### config.mk
export PLATFORM = sky130hd
export DESIGN_NAME = i2c_reg_wr_target
export DESIGN_NICKNAME = d
export VERILOG_FILES = /design/src/rtl/i2c_wr_pkg.sv /design/src/rtl/i2c_sync.sv /design/src/rtl/i2c_bus_events.sv /design/src/rtl/i2c_reg_wr_target.sv
export SDC_FILE = /design/constraint.sdc
export NUM_CORES = 1
export LEC_CHECK = 0
export ABC_CLOCK_PERIOD_IN_PS = 4000
export BUFFER_PORTS_ARGS = -buffer_cell sky130_fd_sc_hd__buf_2
export CORE_AREA = 2 2 100 73
export DETAILED_ROUTE_END_ITERATION = 16
export DIE_AREA = 0 0 102 75
export GPL_ROUTABILITY_DRIVEN = 0
export GPL_TIMING_DRIVEN = 0
export HOLD_SLACK_MARGIN = 0.12
export PLACE_DENSITY = 0.61
export SKIP_LAST_GASP = 1
export SLEW_MARGIN = 10
export SYNTH_ARGS = -nofsm -noshare
export SYNTH_HDL_FRONTEND = slang
export SYNTH_HIERARCHICAL = 1
export SYNTH_SLANG_ARGS = --single-unit
### constraint.sdc
create_clock -name clk_i -period 4 [get_ports clk_i]
set_clock_uncertainty 0.1 [all_clocks]
set_input_delay 0.6 -clock clk_i [delete_from_list [all_inputs] [get_ports clk_i]]
set_output_delay 0.6 -clock clk_i [all_outputs]
set_load 0.1 [all_outputs]
### src/rtl/i2c_wr_pkg.sv
package i2c_wr_pkg;
  typedef enum logic [2:0] {
    PH_IDLE,
    PH_ADDR,
    PH_PTR,
    PH_DATA,
    PH_SKIP
  } phase_e;

  localparam logic [2:0] ADDR_PREFIX = 3'b110;
endpackage

### src/rtl/i2c_sync.sv
module i2c_sync #(
  parameter int unsigned W      = 2,
  parameter int unsigned STAGES = 2,
  parameter logic [W-1:0] RST_VAL = '1
) (
  input  logic         clk_i,
  input  logic         rst_ni,
  input  logic [W-1:0] d_i,
  output logic [W-1:0] q_o
);
  logic [STAGES-1:0][W-1:0] st_q;

  always_ff @(posedge clk_i or negedge rst_ni) begin
    if (!rst_ni) begin
      st_q <= {STAGES{RST_VAL}};
    end else begin
      st_q[0] <= d_i;
      for (int i = 1; i < STAGES; i++) st_q[i] <= st_q[i-1];
    end
  end

  assign q_o = st_q[STAGES-1];
endmodule

### src/rtl/i2c_bus_events.sv
module i2c_bus_events (
  input  logic clk_i,
  input  logic rst_ni,
  input  logic scl_s_i,
  input  logic sda_s_i,
  output logic start_o,
  output logic stop_o,
  output logic scl_rise_o,
  output logic scl_fall_o
);
  logic scl_q, sda_q;

  always_ff @(posedge clk_i or negedge rst_ni) begin
    if (!rst_ni) begin
      scl_q <= 1'b1;
      sda_q <= 1'b1;
    end else begin
      scl_q <= scl_s_i;
      sda_q <= sda_s_i;
    end
  end

  // conditions need clock high on both samples
  assign start_o    = scl_s_i & scl_q & sda_q & ~sda_s_i;
  assign stop_o     = scl_s_i & scl_q & ~sda_q & sda_s_i;
  assign scl_rise_o = scl_s_i & ~scl_q;
  assign scl_fall_o = ~scl_s_i & scl_q;
endmodule

### src/rtl/i2c_reg_wr_target.sv
module i2c_reg_wr_target
  import i2c_wr_pkg::*;
#(
  parameter int unsigned ADDR_SEL_W  = 4,
  parameter int unsigned DATA_W      = 8,
  parameter int unsigned IDX_W       = 8,
  parameter int unsigned SYNC_STAGES = 2
) (
  input  logic                  clk_i,
  input  logic                  rst_ni,
  input  logic                  scl_i,
  input  logic                  sda_i,
  input  logic [ADDR_SEL_W-1:0] addr_sel_i,
  output logic                  sda_pull_o,
  output logic                  wr_valid_o,
  output logic [IDX_W-1:0]      wr_index_o,
  output logic [DATA_W-1:0]     wr_data_o
);
  localparam int unsigned ADDR_W    = 3 + ADDR_SEL_W;
  localparam int unsigned BIT_CNT_W = $clog2(DATA_W + 1);
  localparam logic [BIT_CNT_W-1:0] LAST_BIT = BIT_CNT_W'(DATA_W);

  logic [1:0] line_s;
  logic       scl_s, sda_s;
  logic       start_w, stop_w, scl_rise_w, scl_fall_w;

  i2c_sync #(.W(2), .STAGES(SYNC_STAGES), .RST_VAL(2'b11)) u_sync (
    .clk_i (clk_i),
    .rst_ni(rst_ni),
    .d_i   ({scl_i, sda_i}),
    .q_o   (line_s)
  );
  assign scl_s = line_s[1];
  assign sda_s = line_s[0];

  i2c_bus_events u_events (
    .clk_i     (clk_i),
    .rst_ni    (rst_ni),
    .scl_s_i   (scl_s),
    .sda_s_i   (sda_s),
    .start_o   (start_w),
    .stop_o    (stop_w),
    .scl_rise_o(scl_rise_w),
    .scl_fall_o(scl_fall_w)
  );

  phase_e                 phase_q;
  logic [BIT_CNT_W-1:0]   bit_cnt_q;
  logic [DATA_W-1:0]      shift_q;
  logic                   ack_q;
  logic [IDX_W-1:0]       idx_q;
  logic                   wr_valid_q;
  logic [IDX_W-1:0]       wr_index_q;
  logic [DATA_W-1:0]      wr_data_q;

  logic rx_active, byte_done, addr_hit;

  assign rx_active = (phase_q == PH_ADDR) || (phase_q == PH_PTR) || (phase_q == PH_DATA);
  assign byte_done = (bit_cnt_q == LAST_BIT);
  // address bits above R/W, R/W must be 0
  assign addr_hit  = (shift_q[DATA_W-1 -: ADDR_W] == {ADDR_PREFIX, addr_sel_i}) && !shift_q[0];

  always_ff @(posedge clk_i or negedge rst_ni) begin
    if (!rst_ni) begin
      phase_q    <= PH_IDLE;
      bit_cnt_q  <= '0;
      shift_q    <= '0;
      ack_q      <= 1'b0;
      idx_q      <= '0;
      wr_valid_q <= 1'b0;
      wr_index_q <= '0;
      wr_data_q  <= '0;
    end else begin
      wr_valid_q <= 1'b0;
      if (start_w) begin
        phase_q   <= PH_ADDR;
        bit_cnt_q <= '0;
        ack_q     <= 1'b0;
      end else if (stop_w) begin
        phase_q   <= PH_IDLE;
        bit_cnt_q <= '0;
        ack_q     <= 1'b0;
      end else if (scl_rise_w && rx_active && !ack_q && !byte_done) begin
        shift_q   <= {shift_q[DATA_W-2:0], sda_s};
        bit_cnt_q <= bit_cnt_q + 1'b1;
      end else if (scl_fall_w) begin
        if (ack_q) begin
          // end of ack slot: release and start next byte
          ack_q     <= 1'b0;
          bit_cnt_q <= '0;
        end else if (byte_done) begin
          unique case (phase_q)
            PH_ADDR: begin
              if (addr_hit) begin
                ack_q   <= 1'b1;
                phase_q <= PH_PTR;
              end else begin
                phase_q <= PH_SKIP;
              end
            end
            PH_PTR: begin
              ack_q   <= 1'b1;
              idx_q   <= IDX_W'(shift_q);
              phase_q <= PH_DATA;
            end
            PH_DATA: begin
              ack_q      <= 1'b1;
              wr_valid_q <= 1'b1;
              wr_index_q <= idx_q;
              wr_data_q  <= shift_q;
              idx_q      <= idx_q + 1'b1;
            end
            default: ;
          endcase
        end
      end
    end
  end

  assign sda_pull_o = ack_q;
  assign wr_valid_o = wr_valid_q;
  assign wr_index_o = wr_index_q;
  assign wr_data_o  = wr_data_q;
endmodule

# After elaboration in Yosys (flattened, before gate mapping)
# Cells that the tools add are included.
[op_classes]
n_mux = 29
reduce_logical = 22
addsub = 2
bitwise_logic = 15
n_eq_ne = 7
[ops]
columns = ["operator", "n"]
rows = [
  ["$mux 3", 7],
  ["$mux 4", 5],
  ["$pmux 8 s2", 1],
  ["$mux 1", 14],
  ["$reduce_and 7->1", 2],
  ["$reduce_bool 4->1", 3],
  ["$add 8x1->8 const B", 1],
  ["$not 1->1", 8],
  ["$and 1x1->1", 7],
  ["$eq 7x7->1", 1],
  ["$eq 3x2->1 const B", 2],
  ["$ne 3x3->1 const B", 2],
  ["$pmux 3 s2", 1],
  ["$reduce_bool 3->1", 2],
  ["$reduce_and 5->1", 1],
  ["$add 4x1->4 const B", 1],
  ["$eq 4x4->1 const B", 1],
  ["$logic_and 1x1->1", 4],
  ["$reduce_and 2->1", 2],
  ["$eq 3x1->1 const B", 1],
  ["$logic_not 1->1", 3],
  ["$reduce_and 3->1", 1],
  ["$logic_or 1x1->1", 2],
  ["$pmux 1 s2", 1],
  ["2 further kinds", 2],
]
[word_totals]
in_bits = 8
reg_bits = 47
output_inout_bits = 18
word_cells = 87

# Longest topological paths before layout
# Gate-level depths: netlist of the first run.
[depth]
word_depth = 10
ltp_mapped = 7
depth_no_buf = 6

# By module
# The synthesis of the first run kept the hierarchy.
[by_module_without_submodules]
columns = ["module", "instances", "area_per_inst_um2", "cells_each", "seq_area_each_um2"]
rows = [
  ["i2c_reg_wr_target", 1, 1958.1, 163, 1026.0],
  ["i2c_sync", 1, 120.1, 6, 105.1],
  ["i2c_bus_events", 1, 87.6, 6, 52.6],
]

# Least setup slack after synthesis of the first run
# Ideal clock, no wire load.
[synth_path]
path_kind = "register to register"
start = "reg ack_q (netlist: sda_pull_o)"
end = "reg shift_q[0]"
required_time_ns = 3.775
arrival_ns = 1.965
synth_period_minus_slack_ns = 2.189
path_stages_with_launch = 7
slack_ns = 1.811
n_path_buf = 2
setup_time_ns = 0.125
path_cell_list = "dfrtp_1 -> buf_6 -> nor3b_4 -> o211ai_1 -> or2_1 -> buf_6 -> mux2_2"
[synth_via]
elab_chain_cells = 4
[synth_rtl]
columns = ["element", "line", "source"]
rows = [
  ["start, declared", "i2c_reg_wr_target.sv:50", "logic ack_q;"],
  ["start signal, assigned", "i2c_reg_wr_target.sv:68", "ack_q <= 1'b0;"],
  ["start signal, assigned", "i2c_reg_wr_target.sv:78", "ack_q <= 1'b0;"],
  ["start signal, assigned", "i2c_reg_wr_target.sv:82", "ack_q <= 1'b0;"],
  ["$logic_not 1->1", "i2c_reg_wr_target.sv:83", "end else if (scl_rise_w && rx_active && !ack_q && !byte_done) begin"],
  ["$logic_and 1x1->1 (2 in a row)", "i2c_reg_wr_target.sv:83", ""],
  ["$reduce_and 3->1 (no source line)", "n/a", ""],
  ["end signal, assigned", "i2c_reg_wr_target.sv:84", "shift_q <= {shift_q[DATA_W-2:0], sda_s};"],
  ["end, declared", "i2c_reg_wr_target.sv:49", "logic [DATA_W-1:0] shift_q;"],
]
# Every way passes these cells.
# A chain may end at the register's enable or synchronous reset.

# Worst setup path in the final report of the first run
[layout_path]
start = "reg u_sync.st_q, in the netlist u_sync/q_o[0]"
end = "reg wr_data_q[4] (netlist: wr_data_o[4])"
[layout_via]
elab_chain_cells = 4
word_cells_on_any_way = 6
classes_between = "bitwise (5); reduce/logical (1)"
[layout_rtl]
columns = ["element", "line", "source"]
rows = [
  ["start, declared", "i2c_sync.sv:11", "logic [STAGES-1:0][W-1:0] st_q;"],
  ["start signal, assigned", "i2c_sync.sv:15", "st_q <= {STAGES{RST_VAL}};"],
  ["$not 1->1", "i2c_bus_events.sv:24", "assign start_o = scl_s_i & scl_q & sda_q & ~sda_s_i;"],
  ["$and 1x1->1", "i2c_bus_events.sv:24", ""],
  ["via start_w", "i2c_reg_wr_target.sv:25", "logic start_w, stop_w, scl_rise_w, scl_fall_w;"],
  ["$not 1->1 (no source line)", "n/a", ""],
  ["$reduce_and 7->1 (no source line)", "n/a", ""],
  ["end signal, assigned", "i2c_reg_wr_target.sv:110", "wr_data_q <= shift_q;"],
  ["end, declared", "i2c_reg_wr_target.sv:54", "logic [DATA_W-1:0] wr_data_q;"],
]
# The timed path passes the listed nets, and every way through them passes these cells.

==> results of run 1 <==
path summary, 6_finish.rpt:
kind | from | to | slack [ns] | cells after the start
min in group asynchronous | rst_ni | wr_index_o[3] | 0.39 | 1
max in group asynchronous | rst_ni | bit_cnt_q[1] | 2.76 | 1
hold reg to reg | u_sync/st_q[1] | u_sync/q_o[1] | 0.26 | 0
setup / recovery | u_sync/q_o[0] | wr_data_o[4] | 1.61 | 7
hold / removal | u_sync/st_q[1] | u_sync/q_o[1] | 0.26 | 0
setup reg to reg | u_sync/q_o[0] | wr_data_o[4] | 1.61 | 7
layer usage:
metal,up-vias,GRT usage
li1,705,-
met2,26,0.152
met3,5,0.0344
met1,721,0.187
met4,0,0.0311
met5,-,0
Yosys cell counts, types with 2 or more instances:
cell and n:
ha_1 3, nor3_1 2, dfstp_2 6, nand3_1 8
xor2_1 2, a21oi_1 7, dfrtp_1 41, or3_1 3
inv_1 5, nand2_1 5, nor2_1 9, and4b_1 3
or2_2 2, buf_6 3, nor2b_1 3, and3_1 5
xnor2_1 4, buf_2 2, o221a_2 3, buf_4 2
mux2_2 23, a31oi_1 3, o22ai_1 2, o211ai_1 2
a2bb2oi_1 3, o21ai_0 6
sequential cells by signal, summed over array words and instances, names as in the netlist, 2 cells and up:
signal       cells
wr_index_o       8
shift_q          8
idx_q            8
wr_data_o        8
bit_cnt_q        4
u_sync/q_o       2
phase_q          3
u_sync/st_q      2
power breakdown:
group,internal (mW),switching [mW]
Clock,0.202,0.163
Sequential,0.521,0.0713
Combinational,0.0696,0.0572
Total,0.793,0.291
per-stage QoR:
stage                     total power [mW]   util
after global routing                  1.14  0.381
final                                 1.08  0.381
after global placement               0.723  0.363
after detailed placement             0.729  0.363
after floorplan                      0.669      -
after CTS                             1.09  0.381
worst max-delay path, delay by kind of cell (launching register included):
| kind | cells | cell delay [ns] |
|---|---|---|
| AND/OR/NAND/NOR | 4 | 0.99 |
| flip-flops | 1 | 0.53 |
| multiplexers | 1 | 0.34 |
| buffers and inverters | 2 | 0.33 |
logic make-up (layout without fill, tap and decap cells):
group           count (synthesis)  count (layout)  synth area share
flops                          47              47             0.547
fa+ha+maj                       3               3            0.0173
simple gates                   51              51             0.148
xor+xnor                        6               6            0.0243
compound gates                 31              31            0.0988
mux                            25              25             0.129
buf+inv                        12              45            0.0358
area by class of cell:
class                   count  area [µm²]  area share
repair buffers             25         125      0.0495
inverters                   5        18.8     0.00743
clock buffers               6        82.6      0.0327
plain buffers               7        58.8      0.0233
clock inverters             2        35.0      0.0139
well taps                  94         118      0.0466
multi-input cells         116         905       0.358
flip-flops and latches     47        1180       0.469
==> results.toml, run 1 <==
[yosys]
synth_edf_count = 0
synthFlopType = "dfrtp_1"
syn-num-nets = 186
yosys.area.top_type = "dfrtp_1"
syn_area_um2 = 2170
avgSynthCellArea_um2 = 12.4
synth_cell_types = 44
synthArstFlopShare = 1.00
syn-instance-count = 175
ys_top_cells_by_area = "dfrtp_1, mux2_2, dfstp_2"
synth.yosys.seq_area_share = 0.547
synth-seq-cells = 47
ys_warn_count = 6
yosys.area.top_type_share = 0.474

[critical_path]
cp-start-kind = "register"
critPathSlowestCell = "dfstp_2"
worstSetupPathType = "register to register"
worstSetupEndpointType = "register"
path_cells = "buf_4, and4b_1, nor2_1, nand2_2, nor3_4, buf_6, mux2_2"
arrival_ns = 2.48
max_stage_delay_ns = 0.53
critPathRequiredTime_ns = 4.09
crit_fanout = 10

[place]
hpwl_mm = 2.87
dp.cells = 294
portBuffers = 25
dpl-instance-area_um2 = 2410
pre_cts_slack_ns = 1.59

[route]
drt_iter0_markers = 64
drtAntennaViolNets = 0
viasPerCell = 4.82
wl_met2_mm = 1.56
num_vias = 1457
wl_per_cell_um = 13.5
drt_first_pass_iters = 4
wl_met3_um = 155
routed_wl_mm = 4.07
drc = 0
top_layer_used = "met4"
m1WireLength_mm = 2.32

[cts]
clockBufferDepth = 2
clk_latency_ns = 0.30
cts_setup_buffers = 0
cts-buffers-inserted = 5
clkSlewWorstSetupHoldPaths_ns = 0.08
ctsHoldBuffers = 0
cts_tree = "yes"
htree_levels = 2
cts-root-buf = "clkbuf_8"
clock_sinks = 47
cts_resized = 0

[die]
io_pins = 26
rows = 25
core_area_um2 = 6630
die_w_um = 102
initial_core_util = 0.327
fp.dieH_um = 75
dieArea_um2 = 7650

[final_layout]
synthToLayoutAreaGrowth_pct = 16.6
filler_cell_count = 676
diodes = 0
final_common_cell = "dfrtp_1"
finalNonFillerCells = 302
final_cell_mix = "dfrtp_1, buf_2, mux2_2"
finalNetCount = 218
drive_gt1_frac = 0.385
fin_area_um2 = 2530

[timing]
layout_setup_ws_ns = 1.61
worst_pin_slew_ns = 1.06
tns_ns = 0
fin_crit_ns = 2.39
setup_viol = 0
finalHoldViolCount = 0
rsz0062_at_grt = "false"
max_slew_margin = 0.296
fmax_mhz = 418
slew_violations = 0
whs_ns = 0.259
period_share = 0.599

[global_route]
grt_use_total = 0.117
grt_pass1_wl_mm = 6.88
grt_max_degree = 48
grt.overflow.total = 0
grt_pass1_vias = 1354
antenna_found_initial = 0

[worst_hold_path]
hold_class = "register to register"

[flow_run]
cap_violations = 0

[status]
outcome = "complete, no violations"

[power_and_ir_drop]
p_per_area_nw_per_um2 = 429
irDropWorstVdd_v = 0.000196
p_leak_nw = 1.24
No activity file was read; power rests on OpenSTA's default activity.
==> inputs of run 2 (changes only) <==
Settings changed: ABC_AREA from default to 1, ABC_CLOCK_PERIOD_IN_PS 4000 to 1970, CORE_AREA 2 2 100 73 to 2 2 105 76, DIE_AREA 0 0 102 75 to 0 0 107 78, PLACE_DENSITY 0.61 to 0.62.
Clock period 4 ns to 1.97 ns, I/O delays scaled along.
==> run 2 against run 1 <==
Utilization up 0.30 points. Count of clock-buffer cells in the layout unchanged. Highest routed layer unchanged. Largest cell class unchanged. Setup slack worse by 1.5 ns.
==> results.toml, run 2 <==
[status]
outcome = "complete, no violations"

[global_route]
grt_pass1_vias = 1813
grt.overflow.total = 0
grt_use_total = 0.127
grt_max_degree = 48
antenna_found_initial = 0
grt_pass1_wl_mm = 8.45

[critical_path]
rrSetupSlack_ns = 0.15
path_cells = "inv_1, ha_1, nand2_2, nor2_4, nand2_4, nor2_8, nand3_4, nor2_8, buf_4, nand2_1, nand2_1"
worstSetupPathType = "register to register"
cp-startpoint = "bit_cnt_q[0]"
arrival_ns = 1.97
critPathRequiredTime_ns = 2.12
cp.depth = 11
r2r_end = "wr_data_o[3]"
critPathSlowestCell = "dfrtp_1"
r2r_cells = 11
reg2reg_from = "bit_cnt_q[0]"
max_stage_delay_ns = 0.41
cp-start-kind = "register"
worstSetupEndpointType = "register"
path_buf_inv = 2
crit_family = "simple AND/OR/NAND/NOR gates"
critPathCapture = "wr_data_o[3]"
crit_fanout = 6

[timing]
layout_setup_ws_ns = 0.147
rsz0062_at_grt = "true"
fmax_mhz = 548
whs_ns = 0.0696
max_slew_margin = 0.296
fin_crit_ns = 1.82
setup_viol = 0
finalHoldViolCount = 0
worst_pin_slew_ns = 1.06
tns_ns = 0
slew_violations = 0
period_share = 0.926

[yosys]
syn-num-nets = 305
ys_warn_count = 6
synth-seq-cells = 47
ys_top_cells_by_area = "dfrtp_1, nand2_1, dfstp_2"
syn_area_um2 = 2370
synthFlopType = "dfrtp_1"
synthArstFlopShare = 1.00
synth.yosys.seq_area_share = 0.500
yosys.area.top_type = "dfrtp_1"
ys_top_cells_by_count = "nand2_1, dfrtp_1, inv_1"
synth_cell_types = 26
avgSynthCellArea_um2 = 8.06
synth_edf_count = 0
yosys.area.top_type_share = 0.433
synth.most_common_cell = "nand2_1"
syn-instance-count = 294

[cts]
cts-root-buf = "clkbuf_8"
htree_levels = 2
clockBufferDepth = 2
cts-buffers-inserted = 5
clkSlewWorstSetupHoldPaths_ns = 0.10
clock_sinks = 47
clk_latency_ns = 0.30
cts_tree = "yes"

[die]
dieArea_um2 = 8350
fp.dieH_um = 78
initial_core_util = 0.326
io_pins = 26
die_w_um = 107
core_area_um2 = 7250
rows = 26

[place]
dp.cells = 417
portBuffers = 25
pre_cts_slack_ns = -0.0732
hpwl_mm = 3.43
dpl-instance-area_um2 = 2620

[power_and_ir_drop]
finalPower_mw = 2.18
irDropWorstVdd_v = 0.000362
p_per_area_nw_per_um2 = 781
p_leak_nw = 1.58

[route]
viasPerCell = 4.37
num_vias = 1882
drt_iter0_markers = 86
drt_first_pass_iters = 4
routed_wl_mm = 4.86
wl_per_cell_um = 11.3
drtAntennaViolNets = 0
drc = 0

[final_layout]
fin_area_um2 = 2790
final_common_cell = "nand2_1"
post-route-util = 0.384
finalNetCount = 343
finalNonFillerCells = 431
drive_gt1_frac = 0.222
filler_cell_count = 732
final_cell_mix = "nand2_1, dfrtp_1, inv_1"
synthToLayoutAreaGrowth_pct = 17.6
diodes = 0

[flow_run]
cap_violations = 0

[worst_hold_path]
hold_class = "input pin to asynchronous set/reset pin"
[run 2: changes by cell type after synthesis, sizes merged, moves of 5 or more]
| cell | before | now |
|---|---|---|
| o21ai | 6 | 18 |
| and3 | 5 | 0 |
| nand2 | 6 | 115 |
| nor2 | 9 | 27 |
| mux2 | 24 | 0 |
| inv | 5 | 37 |
| nand3 | 8 | 25 |
[run 2: kinds of logic after synthesis]
family | after synthesis | share of synthesized area
AOI/OAI and AO/OA | 25 | 0.0528
xor gates and xnor gates | 2 | 0.00740
adders and majority gates | 3 | 0.0158
buffers and inverters | 44 | 0.0819
DFF | 47 | 0.500
and+or+nand+nor | 173 | 0.342
[run 2: how the worst min path moves through the flow]
stage / from / end / slack, ns / cells past startpoint
after floorplan: rst_ni / bit_cnt_q[0] / -0.10 / 0
after global placement: u_sync/st_q[0] / u_sync/q_o[0] / 0.25 / 0
after detailed placement: u_sync/st_q[0] / u_sync/q_o[0] / 0.25 / 0
after CTS: rst_ni / wr_index_o[6] / 0.12 / 1
after global routing: rst_ni / wr_valid_o / 0.16 / 1
final: rst_ni / wr_index_o[6] / 0.07 / 1
[run 2: timing repair]
action                     4_1_cts  5_1_grt
cloned                           0        1
hold buffers                     2        0
setup buffers                    2        3
resized for setup                1        9
pin swaps                        4        5
setup endpoints to repair       10       34
hold endpoints to repair         2        0
[run 2: routing by layer]
layer / global-route usage / vias to the layer above / share of wire / wire length, µm
met1: 0.178 / 857 / 0.52 / 2530
met3: 0.0328 / 10 / 0.037 / 182
li1: - / 981 / - / -
met4: 0.0429 / 0 / 0.018 / 87
met5: 0 / - / 0 / 0
met2: 0.189 / 34 / 0.42 / 2050
[run 2: cell type report]
cell class | count | area, µm² | area share
inverters | 37 | 139 | 0.0499
well taps | 98 | 123 | 0.0440
repair buffers | 33 | 198 | 0.0710
plain buffers | 5 | 38.8 | 0.0139
clock inverters | 2 | 16.3 | 0.00584
flip-flops and latches | 47 | 1180 | 0.425
clock buffers | 6 | 82.6 | 0.0296
multi-input cells | 203 | 1000 | 0.360
[run 2: power breakdown]
group          internal (mW)  switching [mW]
Clock                  0.287           0.343
Combinational          0.132           0.222
Sequential              1.07           0.121
Total                   1.49           0.686
